==> config.mk <==
export PLATFORM = sky130hd
export DESIGN_NAME = sdram_burst_colgen
export DESIGN_NICKNAME = d
export VERILOG_FILES = /design/src/rtl/sdram_colgen_pkg.sv /design/src/rtl/colgen_mode_dec.sv /design/src/rtl/colgen_seq.sv /design/src/rtl/colgen_addr.sv /design/src/rtl/sdram_burst_colgen.sv
export SDC_FILE = /design/constraint.sdc
export NUM_CORES = 1
export LEC_CHECK = 0
export ABC_AREA = 1
export BUFFER_PORTS_ARGS = -buffer_cell sky130_fd_sc_hd__buf_2
export CAP_MARGIN = 10
export CORE_ASPECT_RATIO = 0.8
export CORE_MARGIN = 2
export CORE_UTILIZATION = 50
export CTS_CLUSTER_SIZE = 28
export DETAILED_ROUTE_END_ITERATION = 8
export MAX_ROUTING_LAYER = met4
export PLACE_DENSITY = 0.77
export SYNTH_ARGS = -nofsm -noshare
export SYNTH_HDL_FRONTEND = slang
export SYNTH_SLANG_ARGS = --single-unit
==> constraint.sdc <==
create_clock -name clk -period 1.75 [get_ports clk]
set_input_delay 0.0875 -clock clk [delete_from_list [all_inputs] [get_ports clk]]
set_output_delay 0.0875 -clock clk [all_outputs]
set_load 0.01 [all_outputs]
==> src/rtl/sdram_colgen_pkg.sv <==
package sdram_colgen_pkg;

    // burst length codes as applied on bl_code
    typedef enum logic [2:0] {
        BLC_ONE   = 3'd0,
        BLC_TWO   = 3'd1,
        BLC_FOUR  = 3'd2,
        BLC_EIGHT = 3'd3,
        BLC_PAGE  = 3'd7
    } blen_code_e;

    // mode captured at the start of a burst
    typedef struct packed {
        logic [1:0] len_log2;   // fixed length = 2**len_log2
        logic       full_page;  // run until stopped, sequential order
        logic       ilv;        // interleaved wrap order
    } burst_mode_t;

    localparam int LEN_CODE_W = 3;

    function automatic burst_mode_t decode_mode(
        input logic [LEN_CODE_W-1:0] code,
        input logic                  ilv_req,
        input logic                  force_single
    );
        burst_mode_t m;
        m.full_page = 1'b0;
        m.ilv       = ilv_req;
        case (code)
            BLC_TWO:   m.len_log2 = 2'd1;
            BLC_FOUR:  m.len_log2 = 2'd2;
            BLC_EIGHT: m.len_log2 = 2'd3;
            BLC_PAGE: begin
                m.len_log2  = 2'd0;
                m.full_page = 1'b1;
                m.ilv       = 1'b0;
            end
            default:   m.len_log2 = 2'd0;
        endcase
        if (force_single) begin
            m.len_log2  = 2'd0;
            m.full_page = 1'b0;
        end
        return m;
    endfunction

endpackage

==> src/rtl/colgen_mode_dec.sv <==
module colgen_mode_dec
    import sdram_colgen_pkg::*;
(
    input  logic                  rd_cmd,
    input  logic                  wr_cmd,
    input  logic [LEN_CODE_W-1:0] bl_code,
    input  logic                  interleave,
    input  logic                  single_write,
    output logic                  new_access,
    output burst_mode_t           mode
);
    logic cut_to_one;

    always_comb begin
        new_access = rd_cmd | wr_cmd;
        cut_to_one = wr_cmd & single_write;
        mode       = decode_mode(bl_code, interleave, cut_to_one);
    end
endmodule

==> src/rtl/colgen_seq.sv <==
module colgen_seq
    import sdram_colgen_pkg::*;
#(
    parameter int COL_W = 9
) (
    input  logic             clk,
    input  logic             rst,
    input  logic             new_access,
    input  logic             end_req,
    input  burst_mode_t      mode_in,
    input  logic [COL_W-1:0] col_in,
    output logic             active,
    output logic             last_beat,
    output logic [COL_W-1:0] beat,
    output logic [COL_W-1:0] start_q,
    output burst_mode_t      mode_q
);
    logic [COL_W-1:0] final_beat;

    always_comb begin
        final_beat = (COL_W'(1) << mode_q.len_log2) - COL_W'(1);
        last_beat  = active && !mode_q.full_page && (beat == final_beat);
    end

    always_ff @(posedge clk) begin
        if (rst) begin
            active  <= 1'b0;
            beat    <= '0;
            start_q <= '0;
            mode_q  <= '0;
        end else if (new_access) begin
            active  <= 1'b1;
            beat    <= '0;
            start_q <= col_in;
            mode_q  <= mode_in;
        end else if (end_req || last_beat) begin
            active  <= 1'b0;
            beat    <= '0;
        end else if (active) begin
            beat    <= beat + COL_W'(1);
        end
    end
endmodule

==> src/rtl/colgen_addr.sv <==
module colgen_addr
    import sdram_colgen_pkg::*;
#(
    parameter int COL_W = 9
) (
    input  logic [COL_W-1:0] start_col,
    input  logic [COL_W-1:0] beat,
    input  burst_mode_t      mode,
    output logic [COL_W-1:0] col
);
    logic [COL_W-1:0] low_mask;
    logic [COL_W-1:0] seq_low;
    logic [COL_W-1:0] ilv_low;

    always_comb begin
        low_mask = (COL_W'(1) << mode.len_log2) - COL_W'(1);
        seq_low  = (start_col + beat) & low_mask;
        ilv_low  = (start_col ^ beat) & low_mask;
        if (mode.full_page)
            col = start_col + beat;
        else if (mode.ilv)
            col = (start_col & ~low_mask) | ilv_low;
        else
            col = (start_col & ~low_mask) | seq_low;
    end
endmodule

==> src/rtl/sdram_burst_colgen.sv <==
module sdram_burst_colgen
    import sdram_colgen_pkg::*;
#(
    parameter int COL_W = 9
) (
    input  logic                  clk,
    input  logic                  rst,
    input  logic                  rd_cmd,
    input  logic                  wr_cmd,
    input  logic                  stop_cmd,
    input  logic                  pre_cmd,
    input  logic [COL_W-1:0]      start_col,
    input  logic [LEN_CODE_W-1:0] bl_code,
    input  logic                  interleave,
    input  logic                  single_write,
    output logic [COL_W-1:0]      col_out,
    output logic                  col_valid,
    output logic                  burst_done
);
    logic             new_access;
    burst_mode_t      mode_now;
    burst_mode_t      mode_q;
    logic             active;
    logic             last_beat;
    logic [COL_W-1:0] beat;
    logic [COL_W-1:0] start_q;
    logic [COL_W-1:0] col_calc;

    colgen_mode_dec u_dec (
        .rd_cmd       (rd_cmd),
        .wr_cmd       (wr_cmd),
        .bl_code      (bl_code),
        .interleave   (interleave),
        .single_write (single_write),
        .new_access   (new_access),
        .mode         (mode_now)
    );

    colgen_seq #(.COL_W(COL_W)) u_seq (
        .clk        (clk),
        .rst        (rst),
        .new_access (new_access),
        .end_req    (stop_cmd | pre_cmd),
        .mode_in    (mode_now),
        .col_in     (start_col),
        .active     (active),
        .last_beat  (last_beat),
        .beat       (beat),
        .start_q    (start_q),
        .mode_q     (mode_q)
    );

    colgen_addr #(.COL_W(COL_W)) u_addr (
        .start_col (start_q),
        .beat      (beat),
        .mode      (mode_q),
        .col       (col_calc)
    );

    assign col_out    = col_calc;
    assign col_valid  = active;
    assign burst_done = last_beat;
endmodule

==> results of run 1 <==
==> cells in the final DEF, fill, tap and decap left out, types with 2 or more instances in the layout <==
master and n:
o21ai_0 10, buf_4 15, dfxtp_2 6, inv_2 3
dfxtp_1 13, nand3_4 2, inv_1 22, clkbuf_8 3
a21oi_1 12, dfxtp_4 4, xor2_1 8, nand3_2 3
a21oi_2 2, ha_1 3, nand3_1 8, nor2_1 38
buf_2 30, ha_4 7, nand2_2 6, o21bai_1 2
nand4_1 4, buf_6 2, nor2_4 3, xnor2_1 5
o21ai_1 4, nand2_1 36
==> cells in the mapped netlist, types with 2 or more instances <==
cell      count
nand3_1      13
dfxtp_1      23
nand4_1       4
xor2_1        8
o21ai_0      14
inv_1        25
ha_1         10
nor2_2        2
o21bai_1      2
a21oi_1      14
nand2_1      42
nor2_1       39
xnor2_1       6
==> cells by family after synthesis <==
| group | Yosys count |
|---|---|
| DFF | 23 |
| and+or+nand+nor | 106 |
| adders and majority gates | 11 |
| buffers and inverters | 29 |
| AOI/OAI and AO/OA | 37 |
| muxes | 1 |
| xor gates and xnor gates | 14 |
==> critical path: stages, from the launching register on <==
cell,delay [ns]
dfxtp_2,0.34
ha_4,0.16
fa_2,0.43
buf_6,0.15
xnor2_4,0.12
nand2_2,0.07
o2111ai_2,0.10
a22oi_1,0.17
buf_2,0.17
==> layer usage <==
metal / part of all wire (%) / GRT usage (%)
met2: 50 / 43.9
met1: 44 / 30.8
met3: 4.8 / 5.11
met4: 0.62 / 3.82
met5: 0 / -
==> final cells by class <==
| cell class | count | area (um^2) |
|---|---|---|
| multi-input cells | 169 | 1150 |
| fillers | 214 | 716 |
| flip-flops and latches | 23 | 483 |
| repair buffers | 47 | 285 |
| inverters | 26 | 100 |
| well taps | 38 | 47.5 |
| clock buffers | 4 | 45.0 |
==> state kept, by name (all words and copies together), names as in the netlist <==
signal and count:
u_seq.active 1, u_seq.beat 9, u_seq.start_q 9, u_seq.mode_q 4
==> worst max-delay path by stage <==
stage | endpoint | slack [ns]
after detailed placement | col_out[8] | -0.1
after global placement | col_out[8] | -0.05
after CTS | col_out[2] | -0.21
after global routing | col_out[8] | -0.37
after floorplan | col_out[6] | 0.002
final | col_out[2] | -0.32
==> repair_timing <==
action	CTS	global route
pin swaps	11	11
hold endpoints to repair	0	0
hold buffers	0	0
endpoints found under the setup margin	8	8
gates resized for setup	33	25
buffers inserted	5	2
==> report_power, final <==
group	internal, W	switching (W)
clock network	0.000163	0.000172
registers	0.000542	0.0000270
logic	0.000127	0.000142
total	0.000832	0.000341
==> metrics by stage <==
stage	area [um^2]	hold slack, ns	setup TNS (ns)	worst slack [ns]
3_5_place_dp	1790	0.343	-0.163	-0.0966
4_1_cts	2000	0.0508	-0.776	-0.215
5_1_grt	2110	0.0578	-1.63	-0.366
2_1_floorplan	1530	0.157	0	0.00203
6_report	2110	0.0518	-1.12	-0.321
3_3_place_gp	1790	0.337	-0.0762	-0.0534
==> impl_metrics.csv, run 1 <==
group,metric,value,unit
run_status,outcome,"finished, violations left",
run_status,violations,"negative setup slack",
finish,final_core_util,74.7,%
floorplan,initial_utilization,54.1,%
clock_tree,h-tree-depth,1,
critical_path,crit_arrival,1.98,ns
critical_path,path_class,"flip-flop to output port",
route,wire_per_inst,13.2,um
clock_tree,cts_root_buf,"clkbuf_8",
pwr,ir_drop,0.523,mV
clock_tree,clock_path_buffers,2,
placement,place_congestion,0.847,
yosys,synthFlopType,"dfxtp_1",
floorplan,coreArea,2830,um^2
job,cap_violations,0,
floorplan,io_pins,31,
clock_tree,clk_latency,0.27,ns
yosys,synth_fa_ha_area_share,9.48,%
global_route,grt_max_degree,16,
critical_path,cp-start-kind,"flip-flop",
route,drt_wl_total,4.06,mm
floorplan,die_h,53.5,um
global_route,grtUsageTotal,25.1,%
pwr,p_per_area,555,nW/um^2
critical_path,worst_setup_path_end_kind,"output port",
clock_tree,cts.clk_slew.worst_paths,0.08,ns
yosys,ys_ff_latch,23,
route,detail-route-antenna-nets,0,
yosys,synth_compound_area_share,13.7,%
sta,final_hold_viol_count,0,
clock_tree,cts_buffers,3,
finish,drive_gt1_share,36.1,%
finish,area.growth.synth_to_final,38.1,%
floorplan,die_w,65.9,um
clock_tree,cts_tree,"built",
route,dr.pass1.iters,4,
sta,setup_violations,5,
floorplan,num_rows,17,
yosys,ys_seq_area_share,30.1,%
floorplan,die_area,3520,um^2
critical_path,cp_max_fo,2,
critical_path,r2r-end,"u_seq.beat[1]$_SDFFE_PP0P_",
route,via_per_inst,5.12,
critical_path,reg2reg_from,"u_seq.mode_q[3]$_SDFFE_PP0P_",
sta,fin_crit_sh,118,%
pwr,power,0.00117,W
critical_path,worst-r2r-setup-slack,0.10,ns
sta,skew,0.00360,ns
yosys,synth_top_family_by_area,"simple AND/OR/NAND/NOR gates",
yosys,yosys.area_share.simple,30.5,%
yosys,synth_edf_count,0,
critical_path,critPathRequiredTime,1.66,ns
sta,timing.fmax,483,MHz
pwr,power_leakage,0.991,nW
yosys,syn-instance-count,221,
yosys,synth_area_per_cell,6.92,um^2
yosys,synth_top_area_share,30.1,%
min_path,hp-class,"input port to flip-flop",
yosys,yosys-top-cells-area,"dfxtp_1 (30%), nand2_1 (10%), nor2_1 (9.6%)",
finish,diodes,0,
critical_path,critPathLaunch,"u_seq.start_q[0]$_SDFFE_PP0P_",
yosys,yosysUniqueCellTypes,32,
global_route,grt_pass1_wl,6.49,mm
critical_path,ff2ff_path_depth,9,
yosys,synthXorXnorAreaFrac,8.01,%
min_path,worstHoldEndpoint,"u_seq.mode_q[3]$_SDFFE_PP0P_",
route,vias,1573,
placement,port_buffers,30,
sta,setup_ws,-0.321,ns
min_path,hp-start,"rst",
yosys,synthArstFlopShare,0,%
sta,min_period,2.07,ns
yosys,synth_area_leader_cell,"dfxtp_1",
sta,rsz0062_at_grt,"true",
sta,drv_slew,0,
clock_tree,clock-sinks,23,
placement,dp_hpwl,2.58,mm
finish,instances_no_fill,307,
global_route,overflow,0,
route,initialDrtViolationCount,65,
yosys,syn_area,1530,um^2
sta,relSlewSlack,72.7,%
placement,place_inst,296,
finish,nets,301,
yosys,syn-num-nets,252,
route,drc,0,
yosys,ys_warn_count,0,
global_route,grt_pass1_vias,1422,
sta,worst_pin_slew,0.409,ns
min_path,whs_path_depth,2,
yosys,muxShareOfSynthArea,0.654,%
global_route,antenna_found_initial,0,
Note: power is estimated with default switching activity, not from simulation.
==> inputs of run 2 (changes only) <==
Settings changed: ABC_AREA 1 to not set.
==> run 2 against run 1 <==
  * The run still ends with negative setup slack left
  * Design area is 0.89% higher
  * Combinational power shrank 6%
  * Maximum frequency decreased by 8.2%
  * Critical endpoint is now col_out[8]
==> impl_metrics.csv, run 2 <==
group,metric,value,unit
yosys,synthTopCellsByCount,"nand2_1 (32), dfxtp_1 (23), nor2_1 (23), a21oi_1 (20), ha_1 (10)",
sta,rsz0062_at_grt,"true",
route,drc,0,
yosys,synthFlopType,"dfxtp_1",
clock_tree,cts_tree,"built",
route,detail-route-antenna-nets,0,
finish,mostFrequentLayoutCells,"nand2_1 (31), buf_4 (31), buf_2 (29), a21oi_1 (19), dfxtp_1 (19)",
finish,area.growth.synth_to_final,42.5,%
finish,postLayoutCellArea,2130,um^2
placement,port_buffers,30,
sta,final_hold_viol_count,0,
floorplan,die_w,65.2,um
route,top_layer_used,"met4",
floorplan,io_pins,31,
yosys,yosysMostFrequentCell,"nand2_1",
sta,fin_crit_sh,129,%
critical_path,cp_max_fo,3,
placement,placed_area,1960,um^2
sta,worst_pin_slew,0.441,ns
sta,timing.fmax,443,MHz
route,wl_met3,241,um
min_path,hp-start,"start_col[4]",
yosys,syn-instance-count,191,
critical_path,crit_arrival,2.17,ns
job,cap_violations,0,
yosys,synth_edf_count,0,
sta,setup_ws,-0.507,ns
finish,top_regs,"u_seq.beat x9, u_seq.start_q x9, u_seq.mode_q x4",
route,initialDrtViolationCount,70,
critical_path,worst_setup_path_end_kind,"output port",
route,met2_length,1.86,mm
pwr,ir_drop,0.494,mV
clock_tree,cts_hold_buffers,0,
critical_path,ff2ff_path_depth,9,
clock_tree,h-tree-depth,1,
placement,dp_hpwl,3.08,mm
critical_path,cp-start-kind,"flip-flop",
critical_path,r2r-end,"u_seq.beat[0]$_SDFFE_PP0P_",
yosys,synth_area_per_cell,7.83,um^2
yosys,syn-num-nets,222,
floorplan,initial_utilization,53.3,%
sta,skew,0.00510,ns
sta,drv_slew,0,
clock_tree,cts.clk_slew.worst_paths,0.08,ns
global_route,antenna_found_initial,0,
finish,diodes,0,
critical_path,reg2reg_from,"u_seq.mode_q[3]$_SDFFE_PP0P_",
yosys,syn_area,1500,um^2
run_status,violations,"negative setup slack",
global_route,grt_pass1_vias,1453,
yosys,ys_warn_count,0,
route,wire_per_inst,14.0,um
clock_tree,cts_buffers,3,
finish,drive_gt1_share,40.5,%
yosys,ys_seq_area_share,30.8,%
clock_tree,clock-sinks,23,
min_path,worstHoldEndpoint,"u_seq.start_q[4]$_SDFFE_PP0P_",
floorplan,num_rows,17,
global_route,grt_pass1_wl,6.42,mm
global_route,overflow,0,
clock_tree,clock_path_buffers,2,
critical_path,critPathRequiredTime,1.66,ns
route,drt_wl_total,4.13,mm
yosys,yosysUniqueCellTypes,38,
floorplan,coreArea,2810,um^2
sta,min_period,2.26,ns
sta,setup_violations,15,
yosys,synth_top_area_share,30.8,%
min_path,hp-class,"input port to flip-flop",
global_route,grtUsageTotal,25.3,%
critical_path,worst-r2r-setup-slack,-0.10,ns
pwr,p_per_area,541,nW/um^2
route,vias,1607,
sta,holdWs,0.0502,ns
sta,relSlewSlack,70.4,%
clock_tree,cts_root_buf,"clkbuf_8",
min_path,whs_path_depth,3,
yosys,ys_ff_latch,23,
critical_path,path_class,"flip-flop to output port",
finish,nets,289,
floorplan,die_area,3450,um^2
route,via_per_inst,5.45,
floorplan,die_h,52.9,um
finish,fill_cells,225,
clock_tree,clk_latency,0.27,ns
yosys,synthArstFlopShare,0,%
route,drt-met1-wl,1.99,mm
global_route,grt_max_degree,16,
yosys,synth_area_leader_cell,"dfxtp_1",
run_status,outcome,"finished, violations left",
yosys,yosys-top-cells-area,"dfxtp_1 (31%), ha_1 (8.4%), nand2_1 (8.0%)",
placement,place_congestion,0.846,
pwr,power_leakage,0.911,nW
route,dr.pass1.iters,4,
==> run 2: final cells by class <==
| class | instances | area (um^2) | area share (%) |
|---|---|---|---|
| Multi-Input combinational cell | 155 | 1090 | 50.9 |
| Timing Repair Buffer | 67 | 457 | 21.4 |
| Sequential cell | 23 | 465 | 21.8 |
| Inverter | 8 | 30.0 | 1.41 |
| Clock inverter | 1 | 5.00 | 0.235 |
| Tap cell | 38 | 47.5 | 2.23 |
| Clock buffer | 3 | 41.3 | 1.94 |
==> run 2: worst max path at each step <==
stage          slack [ns]         end  cells past startpoint                          start
2_1_floorplan       -0.07  col_out[8]                      7     u_seq.beat[0]$_SDFFE_PP0P_
3_3_place_gp        -0.15  col_out[8]                      8  u_seq.start_q[0]$_SDFFE_PP0P_
3_5_place_dp        -0.17  col_out[6]                      8  u_seq.start_q[0]$_SDFFE_PP0P_
4_1_cts             -0.47  col_out[8]                      8  u_seq.start_q[0]$_SDFFE_PP0P_
5_1_grt             -0.62  col_out[8]                      8  u_seq.start_q[0]$_SDFFE_PP0P_
6_report            -0.51  col_out[8]                      8  u_seq.start_q[0]$_SDFFE_PP0P_
==> run 2: per-layer routing <==
metal / up-vias / global-route usage, %
met2: 52 / 42.0
li1: 806 / -
met5: - / -
met3: 6 / 5.11
met1: 743 / 33.0
met4: 0 / 3.82
==> run 2: per-stage QoR <==
stage	std cells	power [W]	setup slack, ns	setup TNS (ns)	utilization (%)
global route	295	0.00120	-0.616	-4.57	75.9
global placement	290	0.000796	-0.155	-0.418	70.0
CTS	293	0.00115	-0.466	-2.50	72.9
detailed placement	290	0.000802	-0.173	-0.548	70.0
finish	295	0.00115	-0.507	-3.41	75.9
floorplan	191	0.000687	-0.0653	-0.0653	-
==> run 2: cells by family (layout without fill, tap and decap cells) <==
logic type,count (synthesis),count (layout),synth area share (%)
compound gates,46,46,19.2
xor+xnor,16,16,9.36
fa+ha+maj,11,11,9.70
buf+inv,13,79,3.34
flops,23,23,30.8
mux,7,7,5.10
simple gates,75,75,22.5
==> run 2: repair_timing <==
item | CTS | global route
pin swaps | 6 | 11
resized for setup | 14 | 22
buffers inserted | 1 | 2
endpoints found under the setup margin | 12 | 16
==> run 2: power by group <==
group          switching [W]  internal, W  leakage (nW)
logic               0.000123     0.000130         0.696
registers          0.0000164     0.000542         0.190
clock network       0.000182     0.000159        0.0255
==> run 2: critical path, cell delays in order (launching register included) <==
cell and delay (ns):
dfxtp_2 0.34, ha_4 0.16, fa_2 0.36, a211oi_2 0.27, o211a_1 0.21, nor4_1 0.07
nor3b_2 0.18, xor2_1 0.16, buf_2 0.15
==> inputs of run 3 (changes only) <==
Settings changed: PLACE_DENSITY 0.77 to 0.74.
==> run 3 against run 2 <==
  * The flow still finishes with violations (negative setup slack)
  * Maximum frequency is 1.4% lower
  * Routed wire length is 14% higher
  * Register-to-register slack worse by 0.04 ns
  * Flip-flop and latch count stayed put
  * Clock-buffer cell count is 1 higher
  * Power is 3.0% higher
  * Via count is 3.5% higher
  * Clock power is 1% higher
  * Clock skew is 0.0025 ns lower
  * Critical path depth is 1 higher
  * Core utilization is 1.3 points higher
  * Non-clock buffer count is 4 higher
  * Critical path type unchanged
  * Largest cell class unchanged
  * Highest routed layer unchanged
==> impl_metrics.csv, run 3 (synthesis results as in run 2) <==
group,metric,value,unit
run_status,outcome,"finished, violations left",
run_status,violations,"negative setup slack",
global_route,antenna_found_initial,0,
route,wire_per_inst,15.7,um
min_path,hp-class,"input port to flip-flop",
critical_path,crit_arrival,2.20,ns
clock_tree,clk_latency,0.28,ns
finish,top_regs,"u_seq.beat x9, u_seq.start_q x9, u_seq.mode_q x4",
finish,mostFrequentLayoutCells,"buf_4 (35), nand2_1 (31), buf_2 (29), a21oi_1 (20), dfxtp_1 (19)",
clock_tree,h-tree-depth,1,
critical_path,critPathRequiredTime,1.66,ns
global_route,grt_max_degree,16,
global_route,grt_pass1_vias,1663,
global_route,grt_pass1_wl,7.46,mm
sta,setup_violations,16,
floorplan,die_w,65.2,um
critical_path,ff2ff_path_depth,9,
floorplan,io_pins,31,
finish,nets,293,
critical_path,reg2reg_from,"u_seq.mode_q[2]$_SDFFE_PP0P_",
route,detail-route-antenna-nets,0,
sta,min_period,2.29,ns
route,drc,0,
critical_path,cp_max_fo,2,
critical_path,crit_path_top_delay_cell,"fa_2",
clock_tree,clock_path_buffers,2,
sta,drv_slew,0,
clock_tree,cts_root_buf,"clkbuf_8",
clock_tree,cts_hold_buffers,0,
route,initialDrtViolationCount,112,
pwr,p_per_area,548,nW/um^2
global_route,grtUsageTotal,30.1,%
pwr,power_leakage,0.938,nW
placement,placed_area,1950,um^2
sta,worst_pin_slew,0.467,ns
finish,drive_gt1_share,40.2,%
placement,pre_cts_ws,-0.217,ns
route,dr.pass1.iters,5,
route,via_per_inst,5.56,
floorplan,die_area,3450,um^2
critical_path,cp_slowest_stage_delay,0.38,ns
critical_path,cp_cell_sequence,"ha_4 > fa_2 > a211oi_4 > buf_4 > o21bai_1 > a21oi_1 > xnor2_1 > mux2_4 > buf_6",
route,drt_wl_total,4.70,mm
floorplan,num_rows,17,
placement,place_congestion,0.918,
sta,fin_crit_sh,131,%
sta,setup_ws,-0.538,ns
clock_tree,clock-sinks,23,
finish,diodes,0,
clock_tree,cts_tree,"built",
job,cap_violations,0,
sta,skew,0.00260,ns
placement,place_inst,288,
finish,postLayoutCellArea,2170,um^2
global_route,overflow,0,
clock_tree,cts.clk_slew.worst_paths,0.08,ns
sta,timing.fmax,437,MHz
critical_path,worst_setup_path_end_kind,"output port",
pwr,ir_drop,0.573,mV
finish,area.growth.synth_to_final,44.9,%
critical_path,r2r-end,"u_seq.beat[3]$_SDFFE_PP0P_",
clock_tree,cts_buffers,3,
route,vias,1663,
critical_path,endpoint,"col_out[6]",
floorplan,die_h,52.9,um
placement,dp_hpwl,3.26,mm
finish,final_common_cell,"buf_4",
finish,fill_cells,205,
sta,final_hold_viol_count,0,
floorplan,coreArea,2810,um^2
finish,instances_no_fill,299,
sta,relSlewSlack,68.6,%
critical_path,worst-r2r-setup-slack,-0.14,ns
placement,port_buffers,30,
sta,rsz0062_at_grt,"true",
floorplan,initial_utilization,53.3,%
critical_path,cp-start-kind,"flip-flop",
critical_path,path_class,"flip-flop to output port",
critical_path,critPathLaunch,"u_seq.start_q[0]$_SDFFE_PP0P_",
-- run 3: how the worst min path moves through the flow --
stage,from,cells past startpoint,slack (ns),end
after floorplan,rst,1,0.16,u_seq.mode_q[0]$_SDFFE_PP0P_
after CTS,start_col[0],3,0.04,u_seq.start_q[0]$_SDFFE_PP0P_
final,start_col[8],3,0.04,u_seq.start_q[8]$_SDFFE_PP0P_
after global routing,start_col[0],3,0.05,u_seq.start_q[0]$_SDFFE_PP0P_
after global placement,start_col[3],3,0.33,u_seq.start_q[3]$_SDFFE_PP0P_
after detailed placement,start_col[8],3,0.34,u_seq.start_q[8]$_SDFFE_PP0P_
-- run 3: per-layer routing --
metal  vias to the layer above  track usage (%)  wire length [um]
met5                         -                -                 0
met2                        75             50.9              2260
met1                       765             34.3              1920
li1                        808                -                 -
met4                         0             14.6               133
met3                        15             7.02               372
-- run 3: what timing repair did --
item / 4_1_cts / 5_1_grt
gates resized for setup: 12 / 22
endpoints found under the setup margin: 17 / 17
pin swaps: 9 / 11
buffers inserted: 3 / 4
-- run 3: report_power, final --
| part | total (W) | leakage [nW] | internal, W | switching, W |
|---|---|---|---|---|
| logic | 0.000285 | 0.725 | 0.000146 | 0.000139 |
| registers | 0.000557 | 0.190 | 0.000542 | 0.0000153 |
| clock network | 0.000345 | 0.0228 | 0.000163 | 0.000182 |
| total | 0.00119 | 0.938 | 0.000851 | 0.000336 |
-- run 3: cell type report --
class                           count  area (um^2)  area share (%)
Multi-Input combinational cell    155         1090            50.3
Tap cell                           38         47.5            2.19
Clock buffer                        4         45.0            2.08
Sequential cell                    23          465            21.5
Inverter                            8         32.5            1.50
Timing Repair Buffer               71          487            22.4
-- run 3: metrics by stage --
stage	total power [W]	util (%)	hold WS, ns	TNS (ns)
finish	0.00119	77.2	0.0424	-3.81
global route	0.00123	77.2	0.0531	-5.16
CTS	0.00116	73.4	0.0431	-2.52
detailed placement	0.000801	69.4	0.338	-0.952
global placement	0.000791	69.4	0.332	-0.493
floorplan	0.000687	-	0.157	-0.0653
-- run 3: worst max-delay path: cells and delay by family (launching register included) --
family,cells,cell delay [ns]
AO/OA/AOI/OAI,3,0.44
flip-flops,1,0.34
multiplexers,1,0.26
XOR/XNOR,1,0.08
buffers and inverters,2,0.27
adder cells (fa/ha/maj),2,0.54
